==> src/rtl/ata_seq_pkg.sv <==
package ata_seq_pkg;
   typedef enum logic [1:0] {ST_IDLE, ST_PREP, ST_XFER, ST_MEDIA} seq_st_t;
   typedef enum logic [1:0] {MD_RD, MD_WR, MD_VFY} seq_mode_t;

   localparam logic [6:0] OPH_READ   = 7'h10; // 20h/21h
   localparam logic [6:0] OPH_WRITE  = 7'h18; // 30h/31h
   localparam logic [6:0] OPH_VERIFY = 7'h20; // 40h/41h
   localparam logic [7:0] OP_READ_BLK  = 8'hC4;
   localparam logic [7:0] OP_WRITE_BLK = 8'hC5;
   localparam logic [7:0] OP_SET_BLK   = 8'hC6;
endpackage

==> src/rtl/ata_mult_cfg.sv <==
module ata_mult_cfg #(
   parameter int CNT_W    = 8,
   parameter int MAX_MULT = 16
) (
   input  logic             clk,
   input  logic             rst_n,
   input  logic             set_en,
   input  logic [CNT_W-1:0] set_val,
   output logic [CNT_W-1:0] mult,
   output logic             set_bad
);
   localparam logic [CNT_W-1:0] ONE  = CNT_W'(1);
   localparam logic [CNT_W-1:0] MAXV = CNT_W'(MAX_MULT);

   logic pow2, ok;
   assign pow2    = ((set_val & (set_val - ONE)) == '0);
   assign ok      = (set_val != '0) && pow2 && (set_val <= MAXV);
   assign set_bad = (set_val != '0) && !ok;

   always_ff @(posedge clk or negedge rst_n) begin
      if (!rst_n)      mult <= '0;
      else if (set_en) mult <= ok ? set_val : '0;
   end
endmodule

==> src/rtl/ata_blk_size.sv <==
module ata_blk_size #(
   parameter int SCW = 9
) (
   input  logic [SCW-1:0] blk,
   input  logic [SCW-1:0] rem,
   output logic [SCW-1:0] n
);
   assign n = (blk < rem) ? blk : rem;
endmodule

==> src/rtl/ata_addr_track.sv <==
module ata_addr_track #(
   parameter int CNT_W = 8,
   parameter int LBA_W = 28,
   localparam int SCW  = CNT_W + 1
) (
   input  logic             clk,
   input  logic             rst_n,
   input  logic             load,
   input  logic [CNT_W-1:0] load_cnt,
   input  logic [LBA_W-1:0] load_lba,
   input  logic             adv,
   input  logic [SCW-1:0]   adv_n,
   output logic [SCW-1:0]   rem,
   output logic [LBA_W-1:0] lba
);
   localparam logic [SCW-1:0] ONE  = SCW'(1);
   localparam logic [SCW-1:0] FULL = ONE << CNT_W;

   logic [SCW-1:0] step;
   assign step = (rem == adv_n) ? (adv_n - ONE) : adv_n;

   always_ff @(posedge clk or negedge rst_n) begin
      if (!rst_n) begin
         rem <= '0;
         lba <= '0;
      end else if (load) begin
         rem <= (load_cnt == '0) ? FULL : SCW'(load_cnt);
         lba <= load_lba;
      end else if (adv) begin
         rem <= rem - adv_n;
         lba <= lba + LBA_W'(step);
      end
   end
endmodule

==> src/rtl/ata_xfer_seq.sv <==
module ata_xfer_seq
   import ata_seq_pkg::*;
#(
   parameter int CNT_W    = 8,
   parameter int LBA_W    = 28,
   parameter int MAX_MULT = 16
) (
   input  logic             clk,
   input  logic             rst_n,
   input  logic             cmd_we,
   input  logic [7:0]       cmd_code,
   input  logic [CNT_W-1:0] sec_cnt_in,
   input  logic [LBA_W-1:0] lba_in,
   input  logic             host_sec_done,
   input  logic             media_rdy,
   input  logic             media_err,
   input  logic             media_corr,
   output logic             bsy,
   output logic             drq,
   output logic             err,
   output logic             abrt,
   output logic             corr,
   output logic             irq,
   output logic [CNT_W-1:0] sec_cnt_out,
   output logic [LBA_W-1:0] lba_out,
   output logic [CNT_W-1:0] mult_size
);
   localparam int SCW = CNT_W + 1;
   localparam logic [SCW-1:0] ONE_S = SCW'(1);

   generate
      if (MAX_MULT < 1 || MAX_MULT > (1 << (CNT_W - 1)) || (MAX_MULT & (MAX_MULT - 1)) != 0) begin : g_bad_max
         $error("MAX_MULT must be a power of two within the count range");
      end
      if (LBA_W < CNT_W) begin : g_bad_lba
         $error("LBA_W must not be narrower than CNT_W");
      end
   endgenerate

   seq_st_t   st;
   seq_mode_t mode;
   logic [SCW-1:0] blk, blk_left, rem, n_now, n_next, rem_after;
   logic stop_q;

   logic is_rd, is_wr, is_vfy, is_rdb, is_wrb, is_set, accept, blk_on, ld;
   logic set_bad, adv, hard_err;
   logic [SCW-1:0] adv_n;

   assign is_rd  = (cmd_code[7:1] == OPH_READ);
   assign is_wr  = (cmd_code[7:1] == OPH_WRITE);
   assign is_vfy = (cmd_code[7:1] == OPH_VERIFY);
   assign is_rdb = (cmd_code == OP_READ_BLK);
   assign is_wrb = (cmd_code == OP_WRITE_BLK);
   assign is_set = (cmd_code == OP_SET_BLK);
   assign blk_on = (mult_size != '0);
   assign accept = cmd_we && (st == ST_IDLE);
   assign ld     = accept && (is_rd || is_wr || is_vfy || ((is_rdb || is_wrb) && blk_on));
   assign hard_err = media_err && !media_corr;

   ata_mult_cfg #(.CNT_W(CNT_W), .MAX_MULT(MAX_MULT)) u_cfg (
      .clk(clk), .rst_n(rst_n), .set_en(accept && is_set), .set_val(sec_cnt_in),
      .mult(mult_size), .set_bad(set_bad));

   ata_blk_size #(.SCW(SCW)) u_sz_now  (.blk(blk), .rem(rem),       .n(n_now));
   assign rem_after = rem - n_now;
   ata_blk_size #(.SCW(SCW)) u_sz_next (.blk(blk), .rem(rem_after), .n(n_next));

   always_comb begin
      adv   = 1'b0;
      adv_n = ONE_S;
      if (st == ST_MEDIA && media_rdy && mode == MD_VFY && !hard_err) adv = 1'b1;
      if (st == ST_MEDIA && media_rdy && mode == MD_WR && !media_err) begin
         adv   = 1'b1;
         adv_n = n_now;
      end
      if (st == ST_XFER && host_sec_done && mode == MD_RD && !stop_q) adv = 1'b1;
   end

   ata_addr_track #(.CNT_W(CNT_W), .LBA_W(LBA_W)) u_addr (
      .clk(clk), .rst_n(rst_n), .load(ld), .load_cnt(sec_cnt_in), .load_lba(lba_in),
      .adv(adv), .adv_n(adv_n), .rem(rem), .lba(lba_out));

   always_ff @(posedge clk or negedge rst_n) begin
      if (!rst_n) begin
         st       <= ST_IDLE;
         mode     <= MD_RD;
         blk      <= ONE_S;
         blk_left <= '0;
         stop_q   <= 1'b0;
         err      <= 1'b0;
         abrt     <= 1'b0;
         corr     <= 1'b0;
         irq      <= 1'b0;
      end else begin
         irq <= 1'b0;
         unique case (st)
            ST_IDLE: if (cmd_we) begin
               err  <= 1'b0;
               abrt <= 1'b0;
               corr <= 1'b0;
               if (is_set) begin
                  irq <= 1'b1;
                  if (set_bad) begin
                     err  <= 1'b1;
                     abrt <= 1'b1;
                  end
               end else if (ld) begin
                  stop_q <= 1'b0;
                  blk    <= (is_rdb || is_wrb) ? SCW'(mult_size) : ONE_S;
                  mode   <= (is_wr || is_wrb) ? MD_WR : (is_vfy ? MD_VFY : MD_RD);
                  st     <= (is_wr || is_wrb) ? ST_PREP : ST_MEDIA;
               end else begin
                  err  <= 1'b1;
                  abrt <= 1'b1;
                  irq  <= 1'b1;
               end
            end
            ST_PREP: begin
               st       <= ST_XFER;
               blk_left <= n_now;
            end
            ST_MEDIA: if (media_rdy) begin
               unique case (mode)
                  MD_RD: begin
                     st       <= ST_XFER;
                     irq      <= 1'b1;
                     blk_left <= n_now;
                     if (hard_err) begin
                        err    <= 1'b1;
                        stop_q <= 1'b1;
                     end
                     if (media_err && media_corr) corr <= 1'b1;
                  end
                  MD_VFY: begin
                     if (media_err && media_corr) corr <= 1'b1;
                     if (hard_err) begin
                        err <= 1'b1;
                        irq <= 1'b1;
                        st  <= ST_IDLE;
                     end else if (rem == ONE_S) begin
                        irq <= 1'b1;
                        st  <= ST_IDLE;
                     end
                  end
                  default: begin
                     irq <= 1'b1;
                     if (media_err) begin
                        err <= 1'b1;
                        st  <= ST_IDLE;
                     end else if (rem == n_now) begin
                        st <= ST_IDLE;
                     end else begin
                        st       <= ST_XFER;
                        blk_left <= n_next;
                     end
                  end
               endcase
            end
            ST_XFER: if (host_sec_done) begin
               blk_left <= blk_left - ONE_S;
               if (blk_left == ONE_S) begin
                  if (mode == MD_WR)                    st <= ST_MEDIA;
                  else if (stop_q || rem == ONE_S)      st <= ST_IDLE;
                  else                                  st <= ST_MEDIA;
               end
            end
            default: st <= ST_IDLE;
         endcase
      end
   end

   assign bsy         = (st == ST_PREP) || (st == ST_MEDIA);
   assign drq         = (st == ST_XFER);
   assign sec_cnt_out = rem[CNT_W-1:0];
endmodule

==> config.mk <==
export PLATFORM = sky130hd
export DESIGN_NAME = ata_xfer_seq
export DESIGN_NICKNAME = d
export VERILOG_FILES = /design/src/rtl/ata_seq_pkg.sv /design/src/rtl/ata_mult_cfg.sv /design/src/rtl/ata_blk_size.sv /design/src/rtl/ata_addr_track.sv /design/src/rtl/ata_xfer_seq.sv
export SDC_FILE = /design/constraint.sdc
export NUM_CORES = 1
export LEC_CHECK = 0
export BUFFER_PORTS_ARGS = -buffer_cell sky130_fd_sc_hd__buf_2
export CAP_MARGIN = 20
export CORE_ASPECT_RATIO = 1.25
export CORE_MARGIN = 2
export CORE_UTILIZATION = 50
export CTS_CLUSTER_DIAMETER = 100
export DETAILED_ROUTE_END_ITERATION = 10
export PLACE_DENSITY = 0.72
export REMOVE_ABC_BUFFERS = 1
export SKIP_CTS_REPAIR_TIMING = 1
export SLEW_MARGIN = 20
export SYNTH_ARGS = -nofsm -noshare
export SYNTH_HDL_FRONTEND = slang
export SYNTH_SLANG_ARGS = --single-unit
==> constraint.sdc <==
create_clock -name clk -period 7.4 [get_ports clk]
set_input_delay 0.74 -clock clk [delete_from_list [all_inputs] [get_ports clk]]
set_output_delay 0.74 -clock clk [all_outputs]
set_load 0.05 [all_outputs]
==> results of run 1 <==
state kept, by name (all words and copies together) (netlist names), 2 cells and up:
signal      cells
blk             8
blk_left        9
mode            2
st              2
u_addr.lba     28
u_addr.rem      9
u_cfg.mult      8
synth_stat cells (5+ instances only):
cell	count	area share
nand4_1	8	0.0084
o22ai_1	5	0.0053
o21bai_1	5	0.0063
nor2_1	51	0.032
ha_1	46	0.097
buf_4	9	0.011
nand3_1	23	0.019
nor4_1	10	0.011
inv_1	41	0.026
a21oi_1	47	0.040
and3_1	6	0.0063
a22o_1	5	0.0074
buf_2	7	0.0059
nand2b_1	18	0.019
a21o_1	8	0.010
and2_1	8	0.0084
nor2b_1	9	0.0095
xnor2_1	35	0.052
o21a_1	7	0.0089
nor4b_1	6	0.0089
xor2_1	12	0.018
or2_2	6	0.0063
mux2i_1	8	0.014
clkbuf_1	13	0.0082
a211oi_1	9	0.011
a31oi_1	8	0.0084
nand2_1	80	0.051
dfrtp_1	70	0.30
o21ai_0	64	0.054
nor3_1	15	0.013
stage by stage:
stage                      util  cells
after global placement    0.561    952
after global routing      0.588    968
after floorplan               -    686
final                     0.588    968
after detailed placement  0.561    952
after CTS                 0.588    968
worst max path at each step:
stage / depth (start not counted) / to / startpoint / slack (ps)
floorplan: 21 / u_addr.lba[18] / u_addr.rem[1] / 1620
global placement: 20 / u_addr.lba[25] / u_addr.rem[5] / 1390
detailed placement: 20 / u_addr.lba[21] / u_addr.rem[5] / 1180
CTS: 20 / u_addr.lba[25] / u_addr.rem[5] / 1140
global route: 21 / u_addr.lba[21] / u_addr.rem[7] / 720
finish: 20 / u_addr.lba[25] / u_addr.rem[5] / 1080
per-layer routing:
layer | track usage | wire length (um) | vias up
li1 | - | - | 2766
met1 | 0.328 | 6980 | 2737
met2 | 0.470 | 8590 | 222
met3 | 0.0472 | 1090 | 44
met4 | 0.138 | 780 | 0
met5 | 0 | 0 | -
report_power, final:
group,switching [W],leakage [nW],internal (W),total (W)
registers,0.000169,0.885,0.000508,0.000677
logic,0.00135,1.99,0.000811,0.00216
clock network,0.000175,0.154,0.000296,0.000471
worst reg2reg max path, stage by stage (launching register included):
cell,delay [ps]
dfrtp_1,510
inv_1,170
ha_1,340
and4b_1,240
a21oi_1,520
a21oi_1,140
a21oi_1,510
nand2b_1,250
ha_1,190
and4b_1,210
and3_1,180
nand2_1,60
a211oi_1,350
xnor2_1,190
ha_1,310
a2111oi_0,440
o21ai_0,250
a41oi_1,840
nand4bb_1,250
xor2_1,140
o21ai_0,80
cell type report:
type,count,area share
Clock buffer,11,0.0340
Clock inverter,5,0.0121
Inverter,41,0.0225
Multi-Input combinational cell,574,0.563
Sequential cell,71,0.260
Tap cell,161,0.0295
Timing Repair Buffer,105,0.0787
cells by family after synthesis:
group,share of synthesized area
AND/OR/NAND/NOR,0.228
AO/OA/AOI/OAI,0.219
buffers and inverters,0.0534
flip-flops,0.300
adder cells (fa/ha/maj),0.109
XOR/XNOR,0.0694
multiplexers,0.0211
==> flow_metrics.env, run 1 <==
export IMPL_slew_headroom=0.343
export IMPL_synth_edff_count=0
export IMPL_diodes=0
export IMPL_place_gp_congestion=0.941
export IMPL_setup_tns_ps=0
export IMPL_crit_buf_inv=1
export IMPL_drt_first_pass_iters=5
export IMPL_layout_min_cycle_time_ps=6320
export IMPL_cts_buffers_inserted=9
export IMPL_final_cell_mix="buf_2, nand2_1, dfrtp_1"
export IMPL_register_area_um2=1780
export IMPL_grt_start_max_net_pins=72
export IMPL_regToRegStartpoint="u_addr.rem[5]"
export IMPL_hold_path_cell_count=2
export IMPL_ys_warnings_count=0
export IMPL_ys_types=75
export IMPL_hold_viol=0
export IMPL_ys_async_sr_fraction=1.00
export IMPL_synth_area_per_cell_um2=8.28
export IMPL_power_w=0.00331
export IMPL_hp_class="flip-flop to flip-flop"
export IMPL_crit_family="compound AO/OA/AOI/OAI gates"
export IMPL_nNetsFinal=902
export IMPL_insertion_delay_ps=340
export IMPL_syn_inst=716
export IMPL_required_ps=7600
export IMPL_fin_crit_sh=0.854
export IMPL_cp_end_kind="flip-flop"
export IMPL_synth_area_um2=5930
export IMPL_dr_total_vias=5769
export IMPL_dp_hpwl_um=13300
export IMPL_start_util=0.510
export IMPL_drt_iter0_drc=300
export IMPL_cts_clk_slew_worst_paths_ps=60
export IMPL_skew_ps=5.39
export IMPL_n_fill_cell=1038
export IMPL_rsz0062_at_grt="false"
export IMPL_drt_wl_total_um=17400
export IMPL_cts_root_buf="clkbuf_16"
export IMPL_core_um2=11600
export IMPL_num_rows=44
export IMPL_worstRegToRegCells=20
export IMPL_fmax_ghz=0.158
export IMPL_vias_per_cell=5.96
export IMPL_critical_path_max_stage_delay_ps=840
export IMPL_ir_drop_mv=0.249
export IMPL_ff2ff_setup_slack_ps=1080
export IMPL_dpl_cell_area_um2=6520
export IMPL_worstSetupStartpointType="flip-flop"
export IMPL_worst_hold_slack_ps=477
export IMPL_cp_slowest_cell="a41oi_1"
export IMPL_grt_pass1_wl_um=27800
export IMPL_maxCapViolations=0
export IMPL_io_buffers=100
export IMPL_grt_pass1_vias=5658
export IMPL_clock_sinks=71
export IMPL_cp_max_fo=10
export IMPL_ios=101
export IMPL_cts_tree="built"
export IMPL_hp_start="abrt"
export IMPL_cp_cell_sequence="inv_1, ha_1, and4b_1, a21oi_1, a21oi_1, a21oi_1, nand2b_1, ha_1, and4b_1, and3_1, nand2_1, a211oi_1, xnor2_1, ha_1, a2111oi_0, o21ai_0, a41oi_1, nand4bb_1, xor2_1, o21ai_0"
export IMPL_die_area_um2=12700
export IMPL_p_leak_nw=3.03
export IMPL_synth_seq_cells=71
export IMPL_final_common_cell="buf_2"
export IMPL_synthFlopType="dfrtp_1"
export IMPL_setup_viol=0
export IMPL_die_width_um=101
export IMPL_whs_endpoint="abrt"
export IMPL_r2r_end="u_addr.lba[25]"
export IMPL_drc_errors=0
export IMPL_antenna_found_initial=0
export IMPL_area_growth_pct=15.3
export IMPL_track_usage=0.275
export IMPL_dp_slack_ps=1180
export IMPL_chipHeight_um=126
export IMPL_worstPathArrival_ps=6520
export IMPL_cts_max_path_buffers=2
export IMPL_overflow=0
export IMPL_worst_pin_slew_ps=973
export IMPL_ys_seq_area_frac=0.300
export IMPL_setup_ws_ps=1080
export IMPL_power_density_nw_per_um2=484
export IMPL_htree_num_levels=3
export IMPL_slew_viol_final=0
export IMPL_ant_nets=0
export IMPL_wl_per_cell_um=18.0
export IMPL_multi_input_area_um2=3850
export IMPL_drive_gt1_frac=0.175
export IMPL_fin_area_um2=6840
export IMPL_status="finished clean"
export IMPL_criticalPathCategory="flip-flop to flip-flop"
(Power assumes the default switching activity.)
==> inputs of run 2 (changes only) <==
--- a/config.mk
+++ b/config.mk
@@ -18,4 +18,5 @@
 export SLEW_MARGIN = 20
 export SYNTH_ARGS = -nofsm -noshare
 export SYNTH_HDL_FRONTEND = slang
+export SYNTH_HIERARCHICAL = 1
 export SYNTH_SLANG_ARGS = --single-unit
==> run 2 against run 1 <==
Net effect: register-to-register slack about the same; worst hold slack improved by 10 ps; largest power group unchanged; highest routed layer unchanged; sequential share of layout area shrank 1.6 points; global-route usage shrank 1.1 points; total power decreased by 9.9%; sequential power fell by 3.8%; fmax fell by 0.15%; worst setup slack got worse by 9.5 ps; area after synthesis increased by 7.7%.
==> flow_metrics.env, run 2 <==
export IMPL_status="finished clean"
export IMPL_place_gp_congestion=0.970
export IMPL_cp_num_cells=23
export IMPL_yosysTopAreaCell="dfrtp_1"
export IMPL_drt_iter0_drc=312
export IMPL_skew_ps=6.15
export IMPL_rsz0062_at_grt="false"
export IMPL_hp_class="flip-flop to flip-flop"
export IMPL_num_rows=46
export IMPL_overflow=0
export IMPL_cts_buffers_inserted=9
export IMPL_regToRegStartpoint="u_addr/rem[8]"
export IMPL_largest_reg_flops=28
export IMPL_core_um2=12600
export IMPL_drc_errors=0
export IMPL_synth_area_per_cell_um2=8.75
export IMPL_ir_drop_mv=0.227
export IMPL_synth_top_area_frac=0.274
export IMPL_drt_first_pass_iters=5
export IMPL_r2r_end="u_addr/lba[24]"
export IMPL_cp_slowest_cell="dfrtp_1"
export IMPL_hold_path_cell_count=2
export IMPL_ff2ff_setup_slack_ps=1070
export IMPL_crit_buf_inv=3
export IMPL_syn_inst=730
export IMPL_fin_area_um2=7290
export IMPL_cp_end_kind="flip-flop"
export IMPL_power_density_nw_per_um2=409
export IMPL_synth_seq_cells=71
export IMPL_hp_start="abrt"
export IMPL_worstSetupStartpointType="flip-flop"
export IMPL_final_common_cell="buf_2"
export IMPL_whs_endpoint="abrt"
export IMPL_worstRegToRegCells=23
export IMPL_maxCapViolations=0
export IMPL_wl_per_cell_um=17.8
export IMPL_cts_max_path_buffers=2
export IMPL_worstPathArrival_ps=6510
export IMPL_nNetsFinal=927
export IMPL_drive_gt1_frac=0.221
export IMPL_cts_clk_slew_worst_paths_ps=60
export IMPL_top_regs="u_addr/lba x28, blk_left x9, u_addr/rem x9"
export IMPL_synthFlopType="dfrtp_1"
export IMPL_chipHeight_um=130
export IMPL_diodes=0
export IMPL_n_fill_cell=1158
export IMPL_start_util=0.507
export IMPL_cp_cell_sequence="inv_1, ha_1, a21oi_1, o21ai_0, a21o_1, mux2_4, inv_1, nor3_1, inv_1, ha_1, and4_1, nor3b_2, and4_4, nand2_4, nor4_4, xnor2_1, ha_1, a2111o_1, a221oi_1, nand4b_1, nor2_1, xnor2_1, o21ai_0"
export IMPL_vias_per_cell=5.75
export IMPL_worst_pin_slew_ps=937
export IMPL_insertion_delay_ps=340
export IMPL_grt_pass1_vias=5880
export IMPL_register_area_um2=1780
export IMPL_setup_viol=0
export IMPL_ys_types=93
export IMPL_grt_pass1_wl_um=28800
export IMPL_die_area_um2=13700
export IMPL_critical_path_max_stage_delay_ps=630
export IMPL_synthTopCellsByArea="dfrtp_1, ha_1, mux2_4, nand2_1, o21ai_0"
export IMPL_dr_total_vias=5726
export IMPL_regMostFlops="u_addr/lba"
export IMPL_yosysMostFrequentCell="nand2_1"
export IMPL_p_leak_nw=3.38
export IMPL_hold_viol=0
export IMPL_fin_crit_sh=0.855
export IMPL_ys_warnings_count=6
export IMPL_slew_viol_final=0
export IMPL_required_ps=7580
export IMPL_dp_hpwl_um=13600
export IMPL_antenna_found_initial=0
export IMPL_io_buffers=100
export IMPL_synth_area_um2=6380
export IMPL_fmax_ghz=0.158
export IMPL_ys_async_sr_fraction=1.00
export IMPL_multi_input_area_um2=4270
export IMPL_crit_family="simple AND/OR/NAND/NOR gates"
export IMPL_ys_top_cells_by_count="nand2_1, dfrtp_1, inv_1"
export IMPL_cts_tree="built"
export IMPL_cts_root_buf="clkbuf_16"
export IMPL_setup_tns_ps=0
export IMPL_ys_seq_area_frac=0.278
export IMPL_final_cell_mix="buf_2, nand2_1, dfrtp_1"
export IMPL_dpl_cell_area_um2=7010
export IMPL_synth_edff_count=0
export IMPL_htree_num_levels=3
export IMPL_slew_headroom=0.375
export IMPL_drt_wl_total_um=17700
export IMPL_ant_nets=0
export IMPL_ios=101
export IMPL_grt_start_max_net_pins=92
export IMPL_layout_min_cycle_time_ps=6330
export IMPL_final_core_util=0.578
export IMPL_criticalPathCategory="flip-flop to flip-flop"
export IMPL_track_usage=0.264
export IMPL_clock_sinks=71
export IMPL_power_w=0.00298
export IMPL_die_width_um=105
export IMPL_cp_max_fo=11
export IMPL_area_growth_pct=14.2
run 2: cell types whose count changed after synthesis, sizes merged, moves of 7 or more:
cell / before / now
xor2: 12 / 19
xnor2: 35 / 28
a21oi: 48 / 33
inv: 41 / 61
nand2: 80 / 72
nor2b: 9 / 22
nand3: 23 / 12
o21ai: 65 / 54
mux2: 4 / 27
run 2: metrics by stage:
step	instances	hold WS, ps	setup WS (ps)
final	996	487	1070
after global routing	996	527	665
after CTS	996	490	1140
after detailed placement	980	476	1160
after global placement	980	460	1250
after floorplan	709	444	1880
run 2: layout make-up:
type / instances / area share
Tap cell: 168 / 0.0288
Clock inverter: 7 / 0.00772
Multi-Input combinational cell: 577 / 0.586
Timing Repair Buffer: 103 / 0.0717
Inverter: 61 / 0.0314
Sequential cell: 71 / 0.244
Clock buffer: 9 / 0.0309
run 2: worst max path at each step:
stage,start,to,slack (ps)
5_1_grt,u_addr/rem[8],u_addr/lba[11],670
3_5_place_dp,u_addr/rem[8],u_addr/lba[14],1160
4_1_cts,u_addr/rem[8],u_addr/lba[24],1140
2_1_floorplan,u_addr/rem[2],u_addr/lba[14],1880
3_3_place_gp,u_addr/rem[6],u_addr/lba[18],1250
6_report,u_addr/rem[8],u_addr/lba[24],1070
run 2: logic make-up (layout without fill, tap and decap cells):
family | count (synthesis) | after routing | synth area share
XOR/XNOR | 47 | 47 | 0.0645
AND/OR/NAND/NOR | 255 | 255 | 0.220
buffers and inverters | 85 | 180 | 0.0557
adder cells (fa/ha/maj) | 54 | 54 | 0.109
AO/OA/AOI/OAI | 177 | 177 | 0.192
other | 1 | 4 | 0.000587
multiplexers | 40 | 40 | 0.0792
flip-flops | 71 | 71 | 0.278
run 2: report_power, final:
part	internal [W]	leakage, nW	total [W]	switching [W]
registers	0.000495	0.906	0.000651	0.000155
clock network	0.000231	0.130	0.000415	0.000184
logic	0.000726	2.35	0.00192	0.00119
total	0.00145	3.38	0.00298	0.00153
run 2: routing by layer:
metal  GRT usage  share of wire  vias up
met5           0              0        -
met4       0.129          0.035        0
met3      0.0350          0.034       38
met2       0.497           0.53      156
met1       0.293           0.40     2721
li1            -              -     2811
run 2: worst register-to-register path, delay by kind of cell, from the launching register on:
family,cells,cell delay (ps)
AOI/OAI and AO/OA,6,1490
muxes,1,300
xor gates and xnor gates,2,360
buffers and inverters,3,350
DFF,1,630
and+or+nand+nor,8,2030
adders and majority gates,3,1010
==> inputs of run 3 (changes only) <==
--- a/config.mk
+++ b/config.mk
@@ -5,14 +5,17 @@
 export SDC_FILE = /design/constraint.sdc
 export NUM_CORES = 1
 export LEC_CHECK = 0
+export ABC_CLOCK_PERIOD_IN_PS = 7400
 export BUFFER_PORTS_ARGS = -buffer_cell sky130_fd_sc_hd__buf_2
 export CAP_MARGIN = 20
+export CELL_PAD_IN_SITES_DETAIL_PLACEMENT = 0
+export CELL_PAD_IN_SITES_GLOBAL_PLACEMENT = 1
 export CORE_ASPECT_RATIO = 1.25
 export CORE_MARGIN = 2
-export CORE_UTILIZATION = 50
+export CORE_UTILIZATION = 44
 export CTS_CLUSTER_DIAMETER = 100
 export DETAILED_ROUTE_END_ITERATION = 10
-export PLACE_DENSITY = 0.72
+export PLACE_DENSITY_LB_ADDON = 0.1
 export REMOVE_ABC_BUFFERS = 1
 export SKIP_CTS_REPAIR_TIMING = 1
 export SLEW_MARGIN = 20
==> run 3 against run 2 <==
Net effect: utilization fell by 6.5 points; die area rose by 13%; non-clock buffer count fell by 1; critical path depth did not move; critical endpoint is now u_addr/lba[14]; largest power group unchanged.
==> flow_metrics.env, run 3 (synthesized netlist as in run 2, its figures left out) <==
export IMPL_status="finished clean"
export IMPL_cts_max_path_buffers=2
export IMPL_criticalPathCategory="flip-flop to flip-flop"
export IMPL_drive_gt1_frac=0.219
export IMPL_htree_num_levels=3
export IMPL_worstSetupStartpointType="flip-flop"
export IMPL_hold_viol=0
export IMPL_die_width_um=112
export IMPL_gr_usage_met1=0.273
export IMPL_setup_tns_ps=0
export IMPL_grt_start_max_net_pins=92
export IMPL_cts_clk_slew_worst_paths_ps=60
export IMPL_drt_iter0_drc=301
export IMPL_worst_pin_slew_ps=943
export IMPL_drt_first_pass_iters=5
export IMPL_cp_end_kind="flip-flop"
export IMPL_core_um2=14300
export IMPL_layout_min_cycle_time_ps=6280
export IMPL_final_cell_mix="buf_2, nand2_1, dfrtp_1"
export IMPL_clock_sinks=71
export IMPL_final_common_cell="buf_2"
export IMPL_worst_hold_slack_ps=481
export IMPL_area_growth_pct=14.9
export IMPL_power_w=0.00300
export IMPL_top_regs="u_addr/lba x28, blk_left x9, u_addr/rem x9"
export IMPL_grt_pass1_wl_um=29000
export IMPL_worstPathArrival_ps=6460
export IMPL_vias_per_cell=5.64
export IMPL_largest_reg_flops=28
export IMPL_slew_headroom=0.369
export IMPL_die_area_um2=15500
export IMPL_overflow=0
export IMPL_grt_busiest_layer="met2"
export IMPL_drt_wl_total_um=17800
export IMPL_rsz0062_at_grt="false"
export IMPL_place_gp_congestion=0.890
export IMPL_cts_buffers_inserted=9
export IMPL_drc_errors=0
export IMPL_start_util=0.447
export IMPL_num_rows=49
export IMPL_cts_tree="built"
export IMPL_cts_root_buf="clkbuf_16"
export IMPL_p_leak_nw=3.40
export IMPL_ir_drop_mv=0.224
export IMPL_track_usage=0.233
export IMPL_insertion_delay_ps=340
export IMPL_skew_ps=6.70
export IMPL_ios=101
export IMPL_grt_pass1_vias=5791
export IMPL_dp_hpwl_um=13600
export IMPL_slew_viol_final=0
export IMPL_grtUsageMet2=0.415
export IMPL_maxCapViolations=0
export IMPL_setup_viol=0
export IMPL_io_buffers=100
export IMPL_regMostFlops="u_addr/lba"
export IMPL_diodes=0
export IMPL_fin_crit_sh=0.849
export IMPL_hp_class="flip-flop to flip-flop"
export IMPL_dr_total_vias=5667
export IMPL_nNetsFinal=926
export IMPL_ant_nets=0
export IMPL_power_density_nw_per_um2=409
export IMPL_required_ps=7580
export IMPL_chipHeight_um=139
export IMPL_antenna_found_initial=0
export IMPL_wl_per_cell_um=17.7
export IMPL_grt_util_met3=0.0385
export IMPL_fmax_ghz=0.159
export IMPL_cp_max_fo=9
[run 3: metal layers]
layer,wire [um],part of all wire,up-vias
met2,9060,0.51,135
met3,738,0.042,40
met4,621,0.035,0
li1,-,-,2809
met5,0,0,-
met1,7360,0.41,2683
[run 3: area by class of cell]
cell class | count | area, um^2
fill | 1407 | 6950
multi-input combinational | 577 | 4270
sequential | 71 | 1780
timing repair buffer | 102 | 518
clock buffer | 10 | 239
inverter | 61 | 229
tap | 178 | 223
clock inverter | 5 | 81.3
[run 3: critical path: stages (launching register included)]
cell and delay (ps):
dfrtp_1 580, inv_1 100, ha_1 320, nand4_1 90
a21oi_1 130, a21o_1 490, mux2_4 270, inv_1 50
nor3_1 550, inv_1 160, ha_1 380, and4_1 210
nor3b_2 310, and4_4 310, nand2_4 60, nor2_1 120
xnor2_1 180, ha_1 350, and3_1 210, a221oi_1 590
o211ai_2 250, nand4_1 160, xor2_1 150, o21ai_0 100
[run 3: report_power, final]
group	switching (W)	total [W]	internal, W
Combinational	0.00114	0.00187	0.000722
Sequential	0.000150	0.000645	0.000495
Clock	0.000184	0.000487	0.000303
Total	0.00148	0.00300	0.00152
[run 3: path summary, 6_finish.rpt]
| check | startpoint | to | slack (ps) | depth (start not counted) |
|---|---|---|---|---|
| min in group asynchronous | rst_n | corr | 530 | 1 |
| max in group asynchronous | rst_n | u_addr/rem[7] | 6230 | 1 |
| setup / recovery | u_addr/rem[6] | u_addr/lba[14] | 1120 | 23 |
| setup reg to reg | u_addr/rem[6] | u_addr/lba[14] | 1120 | 23 |
| hold reg to reg | abrt | abrt | 480 | 2 |
| hold / removal | abrt | abrt | 480 | 2 |
[run 3: stage by stage]
| stage | instance area, um^2 | util | setup WS, ps | std cells |
|---|---|---|---|---|
| after floorplan | 6270 | - | 1880 | 709 |
| after global placement | 7020 | 0.491 | 1350 | 989 |
| after detailed placement | 7020 | 0.491 | 1180 | 989 |
| after CTS | 7340 | 0.514 | 1140 | 1004 |
| after global routing | 7340 | 0.514 | 623 | 1004 |
| final | 7340 | 0.514 | 1120 | 1004 |
